### config.mk
export PLATFORM = sky130hd
export DESIGN_NAME = i2c_cmd_seq
export DESIGN_NICKNAME = d
export VERILOG_FILES = /design/src/rtl/i2c_seq_pkg.sv /design/src/rtl/i2c_seq_lane.sv /design/src/rtl/i2c_seq_ctrl.sv /design/src/rtl/i2c_cmd_seq.sv
export SDC_FILE = /design/constraint.sdc
export NUM_CORES = 1
export LEC_CHECK = 0
export BUFFER_PORTS_ARGS = -buffer_cell sky130_fd_sc_hd__buf_2
export CELL_PAD_IN_SITES_DETAIL_PLACEMENT = 1
export CELL_PAD_IN_SITES_GLOBAL_PLACEMENT = 2
export CORE_ASPECT_RATIO = 1.25
export CORE_MARGIN = 2
export CORE_UTILIZATION = 27
export CTS_BUF_LIST = sky130_fd_sc_hd__clkbuf_4 sky130_fd_sc_hd__clkbuf_8
export DETAILED_ROUTE_END_ITERATION = 12
export GPL_ROUTABILITY_DRIVEN = 0
export HOLD_SLACK_MARGIN = 0.03
export PLACE_DENSITY_LB_ADDON = 0.05
export REMOVE_ABC_BUFFERS = 1
export SYNTH_ARGS = -nofsm -noshare
export SYNTH_HDL_FRONTEND = slang
export SYNTH_SLANG_ARGS = --single-unit
### constraint.sdc
create_clock -name clk -period 2.6 [get_ports clk]
set_clock_uncertainty 0.1 [all_clocks]
set_input_delay 0 -clock clk [delete_from_list [all_inputs] [get_ports clk]]
set_output_delay 0 -clock clk [all_outputs]
set_load 0.01 [all_outputs]
### src/rtl/i2c_seq_pkg.sv
package i2c_seq_pkg;

    // control word bit positions
    localparam int CW_SRST   = 31;
    localparam int CW_RUN    = 29;
    localparam int CW_NAKL   = 25;
    localparam int CW_RETAIN = 21;
    localparam int CW_STOP   = 20;
    localparam int CW_START  = 19;
    localparam int CW_MASTER = 17;
    localparam int CW_TX     = 16;

    typedef enum logic [1:0] {
        BOP_START = 2'd0,
        BOP_WRITE = 2'd1,
        BOP_READ  = 2'd2,
        BOP_STOP  = 2'd3
    } bop_e;

    typedef enum logic [2:0] {
        S_IDLE, S_START, S_NEED, S_XFER, S_OFFER, S_STOP, S_FIN, S_HALT
    } seq_state_e;

endpackage

### src/rtl/i2c_seq_lane.sv
module i2c_seq_lane #(
    parameter int DATA_W = 32,
    localparam int NB = DATA_W / 8,
    localparam int LW = (NB > 1) ? $clog2(NB) : 1
) (
    input  logic              clk,
    input  logic              rst_n,
    input  logic              clr,
    input  logic              load,
    input  logic [DATA_W-1:0] load_word,
    input  logic              put,
    input  logic [LW-1:0]     lane,
    input  logic [7:0]        put_byte,
    output logic [DATA_W-1:0] word,
    output logic [7:0]        lane_byte
);

    logic [7:0] byte_d [NB];
    logic [7:0] byte_q [NB];

    for (genvar g = 0; g < NB; g++) begin : g_lane
        assign byte_d[g] = clr  ? 8'h00 :
                           load ? load_word[g*8 +: 8] :
                           (put && lane == LW'(g)) ? put_byte : byte_q[g];
        assign word[g*8 +: 8] = byte_q[g];
    end

    always_ff @(posedge clk or negedge rst_n) begin
        if (!rst_n) begin
            for (int i = 0; i < NB; i++) byte_q[i] <= 8'h00;
        end else begin
            for (int i = 0; i < NB; i++) byte_q[i] <= byte_d[i];
        end
    end

    assign lane_byte = byte_q[lane];

    // the sequencer never loads a word and stores a received byte together
    p_no_load_put_r6: assert property (@(posedge clk) disable iff (!rst_n)
        !(load && put));

endmodule

### src/rtl/i2c_seq_ctrl.sv
module i2c_seq_ctrl
    import i2c_seq_pkg::*;
#(
    parameter int DATA_W = 32,
    parameter int CNT_W  = 16,
    localparam int NB = DATA_W / 8,
    localparam int LW = (NB > 1) ? $clog2(NB) : 1
) (
    input  logic              clk,
    input  logic              rst_n,
    input  logic              ctrl_we,
    input  logic [31:0]       ctrl_wdata,
    input  logic              nak_clr,
    input  logic              data_we,
    input  logic              data_re,
    input  logic              dreq_clr,
    input  logic              bop_done,
    input  logic              bop_ackn,
    output logic              busy,
    output logic              dreq,
    output logic              cmplt,
    output logic              no_ack,
    output logic              scl_hold,
    output logic              bop_valid,
    output logic [1:0]        bop_code,
    output logic              bop_nak,
    output logic              lane_clr,
    output logic              lane_load,
    output logic              lane_put,
    output logic [LW-1:0]     lane_idx
);

    localparam logic [CNT_W-1:0] CNT_ONE   = CNT_W'(1);
    localparam logic [LW-1:0]    LANE_LAST = LW'(NB - 1);

    typedef struct packed {
        seq_state_e       state;
        logic [CNT_W-1:0] cnt;
        logic [LW-1:0]    lane;
        logic             tx;
        logic             o_start;
        logic             o_stop;
        logic             o_retain;
        logic             o_nakl;
        logic             dreq;
        logic             cmplt;
        logic             noack;
        logic             hold;
    } seq_t;

    seq_t q, d;

    logic srst, go;
    logic unused_bits;
    assign unused_bits = ^{ctrl_wdata[30], ctrl_wdata[28:26], ctrl_wdata[24:22],
                           ctrl_wdata[18], ctrl_wdata[15:CNT_W-1]};

    assign srst = ctrl_we && ctrl_wdata[CW_SRST];
    assign go   = ctrl_we && ctrl_wdata[CW_RUN] && ctrl_wdata[CW_MASTER]
                  && !ctrl_wdata[CW_SRST];

    function automatic seq_state_e body_entry(logic [CNT_W-1:0] c, logic tx, logic stp);
        if (c == '0)  return stp ? S_STOP : S_FIN;
        else if (tx)  return S_NEED;
        else          return S_XFER;
    endfunction

    always_comb begin
        d         = q;
        lane_clr  = 1'b0;
        lane_load = 1'b0;
        lane_put  = 1'b0;
        if (dreq_clr) d.dreq = 1'b0;
        case (q.state)
            S_IDLE: if (go) begin
                d.cnt      = ctrl_wdata[CNT_W-1:0];
                d.lane     = '0;
                d.tx       = ctrl_wdata[CW_TX];
                d.o_start  = ctrl_wdata[CW_START];
                d.o_stop   = ctrl_wdata[CW_STOP];
                d.o_retain = ctrl_wdata[CW_RETAIN];
                d.o_nakl   = ctrl_wdata[CW_NAKL];
                d.cmplt    = 1'b0;
                d.hold     = 1'b0;
                lane_clr   = 1'b1;
                d.state    = ctrl_wdata[CW_START] ? S_START :
                             body_entry(ctrl_wdata[CNT_W-1:0], ctrl_wdata[CW_TX],
                                        ctrl_wdata[CW_STOP]);
            end
            S_START: if (bop_done) d.state = body_entry(q.cnt, q.tx, q.o_stop);
            S_NEED: if (data_we) begin
                lane_load = 1'b1;
                d.state   = S_XFER;
            end
            S_XFER: if (bop_done) begin
                if (q.tx && bop_ackn) begin
                    d.noack = 1'b1;
                    d.state = S_HALT;
                end else begin
                    lane_put = !q.tx;
                    d.cnt    = q.cnt - 1'b1;
                    d.lane   = q.lane + 1'b1;
                    if (!q.tx && (q.cnt == CNT_ONE || q.lane == LANE_LAST))
                        d.state = S_OFFER;
                    else if (q.cnt == CNT_ONE)
                        d.state = q.o_stop ? S_STOP : S_FIN;
                    else if (q.tx && q.lane == LANE_LAST)
                        d.state = S_NEED;
                    else
                        d.state = S_XFER;
                end
            end
            S_OFFER: if (data_re) begin
                lane_clr = 1'b1;
                d.state  = (q.cnt == '0) ? (q.o_stop ? S_STOP : S_FIN) : S_XFER;
            end
            S_STOP: if (bop_done) d.state = S_FIN;
            S_FIN: begin
                d.cmplt = 1'b1;
                d.hold  = q.o_retain;
                d.state = S_IDLE;
            end
            S_HALT: if (nak_clr) begin
                d.noack = 1'b0;
                d.state = S_IDLE;
            end
            default: d.state = S_IDLE;
        endcase
        if ((d.state == S_NEED && q.state != S_NEED) ||
            (d.state == S_OFFER && q.state != S_OFFER))
            d.dreq = 1'b1;
        if (srst) begin
            d        = '0;
            d.state  = S_IDLE;
            lane_clr = 1'b1;
        end
    end

    always_ff @(posedge clk or negedge rst_n) begin
        if (!rst_n) begin
            q       <= '0;
            q.state <= S_IDLE;
        end else begin
            q <= d;
        end
    end

    always_comb begin
        bop_valid = (q.state == S_START) || (q.state == S_XFER) || (q.state == S_STOP);
        case (q.state)
            S_START: bop_code = BOP_START;
            S_STOP:  bop_code = BOP_STOP;
            default: bop_code = q.tx ? BOP_WRITE : BOP_READ;
        endcase
    end

    assign bop_nak  = (q.state == S_XFER) && !q.tx && q.o_nakl && (q.cnt == CNT_ONE);
    assign busy     = (q.state != S_IDLE);
    assign dreq     = q.dreq;
    assign cmplt    = q.cmplt;
    assign no_ack   = q.noack;
    assign scl_hold = q.hold;
    assign lane_idx = q.lane;

    p_srst_idle_r1: assert property (@(posedge clk) disable iff (!rst_n)
        srst |=> (!busy && !dreq && !cmplt && !no_ack && !scl_hold && !bop_valid));

    p_op_hold_r11: assert property (@(posedge clk) disable iff (!rst_n)
        (bop_valid && !bop_done && !srst) |=> (bop_valid && $stable(bop_code)));

    p_halt_sticky_r8: assert property (@(posedge clk) disable iff (!rst_n)
        (no_ack && !nak_clr && !srst) |=> (no_ack && busy && !bop_valid && !cmplt));

    p_cnt_live_r4: assert property (@(posedge clk) disable iff (!rst_n)
        (q.state == S_XFER) |-> (q.cnt != '0));

    p_cmplt_clean_r9: assert property (@(posedge clk) disable iff (!rst_n)
        $rose(cmplt) |-> (!busy && !no_ack));

endmodule

### src/rtl/i2c_cmd_seq.sv
module i2c_cmd_seq
    import i2c_seq_pkg::*;
#(
    parameter int DATA_W = 32,
    parameter int CNT_W  = 16
) (
    input  logic              clk,
    input  logic              rst_n,
    input  logic              ctrl_we,
    input  logic [31:0]       ctrl_wdata,
    input  logic              nak_clr,
    input  logic              data_we,
    input  logic [DATA_W-1:0] data_wdata,
    input  logic              data_re,
    output logic [DATA_W-1:0] data_rdata,
    input  logic              dreq_clr,
    output logic              dreq,
    output logic              cmplt,
    output logic              no_ack,
    output logic              busy,
    output logic              scl_hold,
    output logic              bop_valid,
    output logic [1:0]        bop_code,
    output logic [7:0]        bop_byte,
    output logic              bop_nak,
    input  logic              bop_done,
    input  logic [7:0]        bop_rxbyte,
    input  logic              bop_ackn
);

    localparam int NB = DATA_W / 8;
    localparam int LW = (NB > 1) ? $clog2(NB) : 1;

    logic          lane_clr, lane_load, lane_put;
    logic [LW-1:0] lane_idx;

    i2c_seq_ctrl #(.DATA_W(DATA_W), .CNT_W(CNT_W)) u_ctrl (
        .clk        (clk),
        .rst_n      (rst_n),
        .ctrl_we    (ctrl_we),
        .ctrl_wdata (ctrl_wdata),
        .nak_clr    (nak_clr),
        .data_we    (data_we),
        .data_re    (data_re),
        .dreq_clr   (dreq_clr),
        .bop_done   (bop_done),
        .bop_ackn   (bop_ackn),
        .busy       (busy),
        .dreq       (dreq),
        .cmplt      (cmplt),
        .no_ack     (no_ack),
        .scl_hold   (scl_hold),
        .bop_valid  (bop_valid),
        .bop_code   (bop_code),
        .bop_nak    (bop_nak),
        .lane_clr   (lane_clr),
        .lane_load  (lane_load),
        .lane_put   (lane_put),
        .lane_idx   (lane_idx)
    );

    i2c_seq_lane #(.DATA_W(DATA_W)) u_lane (
        .clk       (clk),
        .rst_n     (rst_n),
        .clr       (lane_clr),
        .load      (lane_load),
        .load_word (data_wdata),
        .put       (lane_put),
        .lane      (lane_idx),
        .put_byte  (bop_rxbyte),
        .word      (data_rdata),
        .lane_byte (bop_byte)
    );

endmodule

==> flow_summary.toml <==
[grt]
grt_usage = 0.211
grtUsageMet1 = 0.266
overflow = 0
grt_pass1_vias = 4451
grtUsageMet2 = 0.370
met3_usage = 0.0283
antenna_found_initial = 0
grt_max_degree = 34
grt-busiest-layer = "met2"
grt_pass1_wl_mm = 23.9

[clock_tree]
htreeDepth = 3
tritoncts = "done"
clock_path_buffers = 2
cts_buffers = 9
cts_root_buf = "clkbuf_8"
clk_pin_slew_worst_paths_ns = 0.08
worstSkewPairLatency_ns = 0.35
cts_sinks = 61

[timing]
worst_slack_ns = -0.0822
max_slew_margin = 0.406
setup_viol_count_final = 2
finalMaxSlewViolations = 0
setup-tns-final_ns = -0.156
worstMarginPinSlew_ns = 0.887
hold_viol = 0
timing.fmax_ghz = 0.373
rsz0062_at_grt = "yes"
hold_ws_ns = 0.0489
period_needed_ns = 2.68
post-route-period-util = 1.03

[worst_hold_path]
hp-class = "in2reg"
hold_start = "bop_rxbyte[3]"

[status]
failed_checks = "setup timing"
outcome = "finished with violations"

[detailed_routing]
viasPerCell = 5.09
first_pass_iters = 4
drc = 0
ant_nets = 0
vias = 4199
wl_per_cell_um = 18.2
routed_wl_mm = 15.0
dr.first_iter.drc_count = 113

[setup_path]
crit_arrival_ns = 2.82
crit_family = "simple AND/OR/NAND/NOR gates"
slowest_delay_ns = 0.56
critical_path.endpoint_type = "flip-flop"
worstPathMaxFanout = 4
critPathBufInv = 0
critPathLaunch = "u_ctrl.q[14]$_DFFE_PN0P_"
r2r_start = "u_ctrl.q[14]$_DFFE_PN0P_"
worst_path_max_delay_cell = "or4b_4"
criticalPathCategory = "reg2reg"
crit_chain = "or4_4 > or3b_4 > nor4b_4 > nor4bb_1 > or4b_4 > and2_2"
crit_required_ns = 2.73
crit_path_start_kind = "flip-flop"

[floorplan]
num_rows = 48
die_w_um = 110
start_util = 0.274
io_pins = 130
dieArea_sq_um = 14900
core_sq_um = 13800
die_h_um = 136

[final_layout]
nets = 733
antenna_cells = 0
postLayoutCellArea_sq_um = 5890
drive_gt1_frac = 0.328
area_growth_pct = 56.1

[yosys]
synth_edf_count = 0
synth_most_common_cell = "nand2_1"
yosysTopAreaCellShare = 0.405
ys_seq_area_frac = 0.405
yosysWarnings = 0
ys_ff_latch = 61
ys_async_sr_fraction = 1.00
synth_top_cell_by_area = "dfrtp_1"
yosysUniqueCellTypes = 56
synth_area_sq_um = 3770
ys.flop_type = "dfrtp_1"
synth_commonest_cells = "63 x nand2_1, 61 x dfrtp_1, 43 x a21oi_1, 37 x o31ai_1, 31 x nor2_1"
yosys-top-cells-area = "dfrtp_1 40%, o31ai_1 7.4%, nand2_1 6.3%, a21oi_1 5.7%, mux4_2 4.8%"
avgSynthCellArea_sq_um = 8.83
synthCells = 427

[pwr]
vdd_drop_max_uv = 362
cellLeakagePower_nw = 2.70
powerDensity_nw_per_um2 = 1010

[placed_design]
dp_hpwl_mm = 10.8
place_area_sq_um = 4870
port_buffers = 121

[flow_run]
drv_cap = 0
-- tightest hold or removal path, stage by stage --
cell,delay [ns]
buf_2,0.09
nor2b_1,0.15
a21oi_1,0.14
o31ai_1,0.07
-- area by class of cell --
cell class / instances / area, sq um
clock buffer: 12 / 159
clock inverter: 4 / 70.1
fill: 1615 / 7870
inverter: 11 / 41.3
multi-input combinational: 324 / 2190
sequential: 61 / 1530
tap: 175 / 219
timing repair buffer: 238 / 1680
-- sequential cells by signal, indices dropped and copies added (netlist names) --
register,flops
u_lane.word,32
u_ctrl.q,23
u_ctrl.lane_idx,2
u_ctrl.cmplt,1
u_ctrl.dreq,1
u_ctrl.no_ack,1
u_ctrl.scl_hold,1
-- power breakdown --
group	internal (W)	total (W)	switching [W]
sequential	0.00127	0.00159	0.000320
combinational	0.00157	0.00336	0.00180
clock	0.000600	0.00101	0.000409
-- logic make-up after synthesis --
logic type / after synthesis / share of synthesized area
AOI/OAI and AO/OA: 146 / 0.259
buffers and inverters: 42 / 0.0421
and+or+nand+nor: 155 / 0.203
muxes: 11 / 0.0561
adders and majority gates: 7 / 0.0232
xor gates and xnor gates: 5 / 0.0116
DFF: 61 / 0.405
-- per-layer routing --
metal	wire length [um]	vias up
met4	259	0
met1	6520	2056
li1	-	2027
met3	410	22
met2	7810	94
met5	0	-
-- layout by cell type, fill, tap and decap left out, types with 4 or more instances in the layout --
master	synthesis	final
a21oi_1	43	43
clkbuf_8	0	11
o211ai_1	4	4
buf_4	0	46
dfrtp_1	61	59
ha_1	7	7
nor4_1	10	10
nand2b_1	4	4
inv_1	11	11
buf_2	1	121
o31ai_1	37	36
nor2_1	31	31
nor2b_1	12	12
nor3_1	7	7
mux4_2	8	8
o21ai_0	20	20
a22oi_1	7	7
nand2_1	63	63
dlygate4sd3_1	0	69
-- per-stage QoR --
step / utilization / std cells / total power [W] / setup WS [ns]
global placement: 0.354 / 736 / 0.00463 / -0.162
floorplan: - / 396 / 0.00322 / -2.02
detailed placement: 0.354 / 736 / 0.00469 / -0.251
finish: 0.428 / 825 / 0.00597 / -0.0822
global route: 0.428 / 825 / 0.00644 / -0.153
CTS: 0.424 / 823 / 0.00596 / -0.0642
-- path summary, 6_finish.rpt --
path                                                to  slack, ns  cells after the start
max                             u_ctrl.q[27]$_DFF_PN0_      -0.08                      6
max reg2reg                     u_ctrl.q[27]$_DFF_PN0_      -0.08                      6
min reg2reg                u_lane.word[15]$_DFFE_PN0P_       0.40                      2
min                        u_lane.word[19]$_DFFE_PN0P_       0.05                      4
min in group asynchronous   u_lane.word[3]$_DFFE_PN0P_       0.20                      2
max in group asynchronous       u_ctrl.q[27]$_DFF_PN0_       1.53                      3
-- timing repair --
action	in CTS	in global routing
buffers inserted	2	2
gates resized for setup	5	6
pin swaps	9	2
hold buffers	69	0
setup endpoints to repair	3	22
endpoints found under the hold margin	83	0
(Power assumes the default switching activity.)
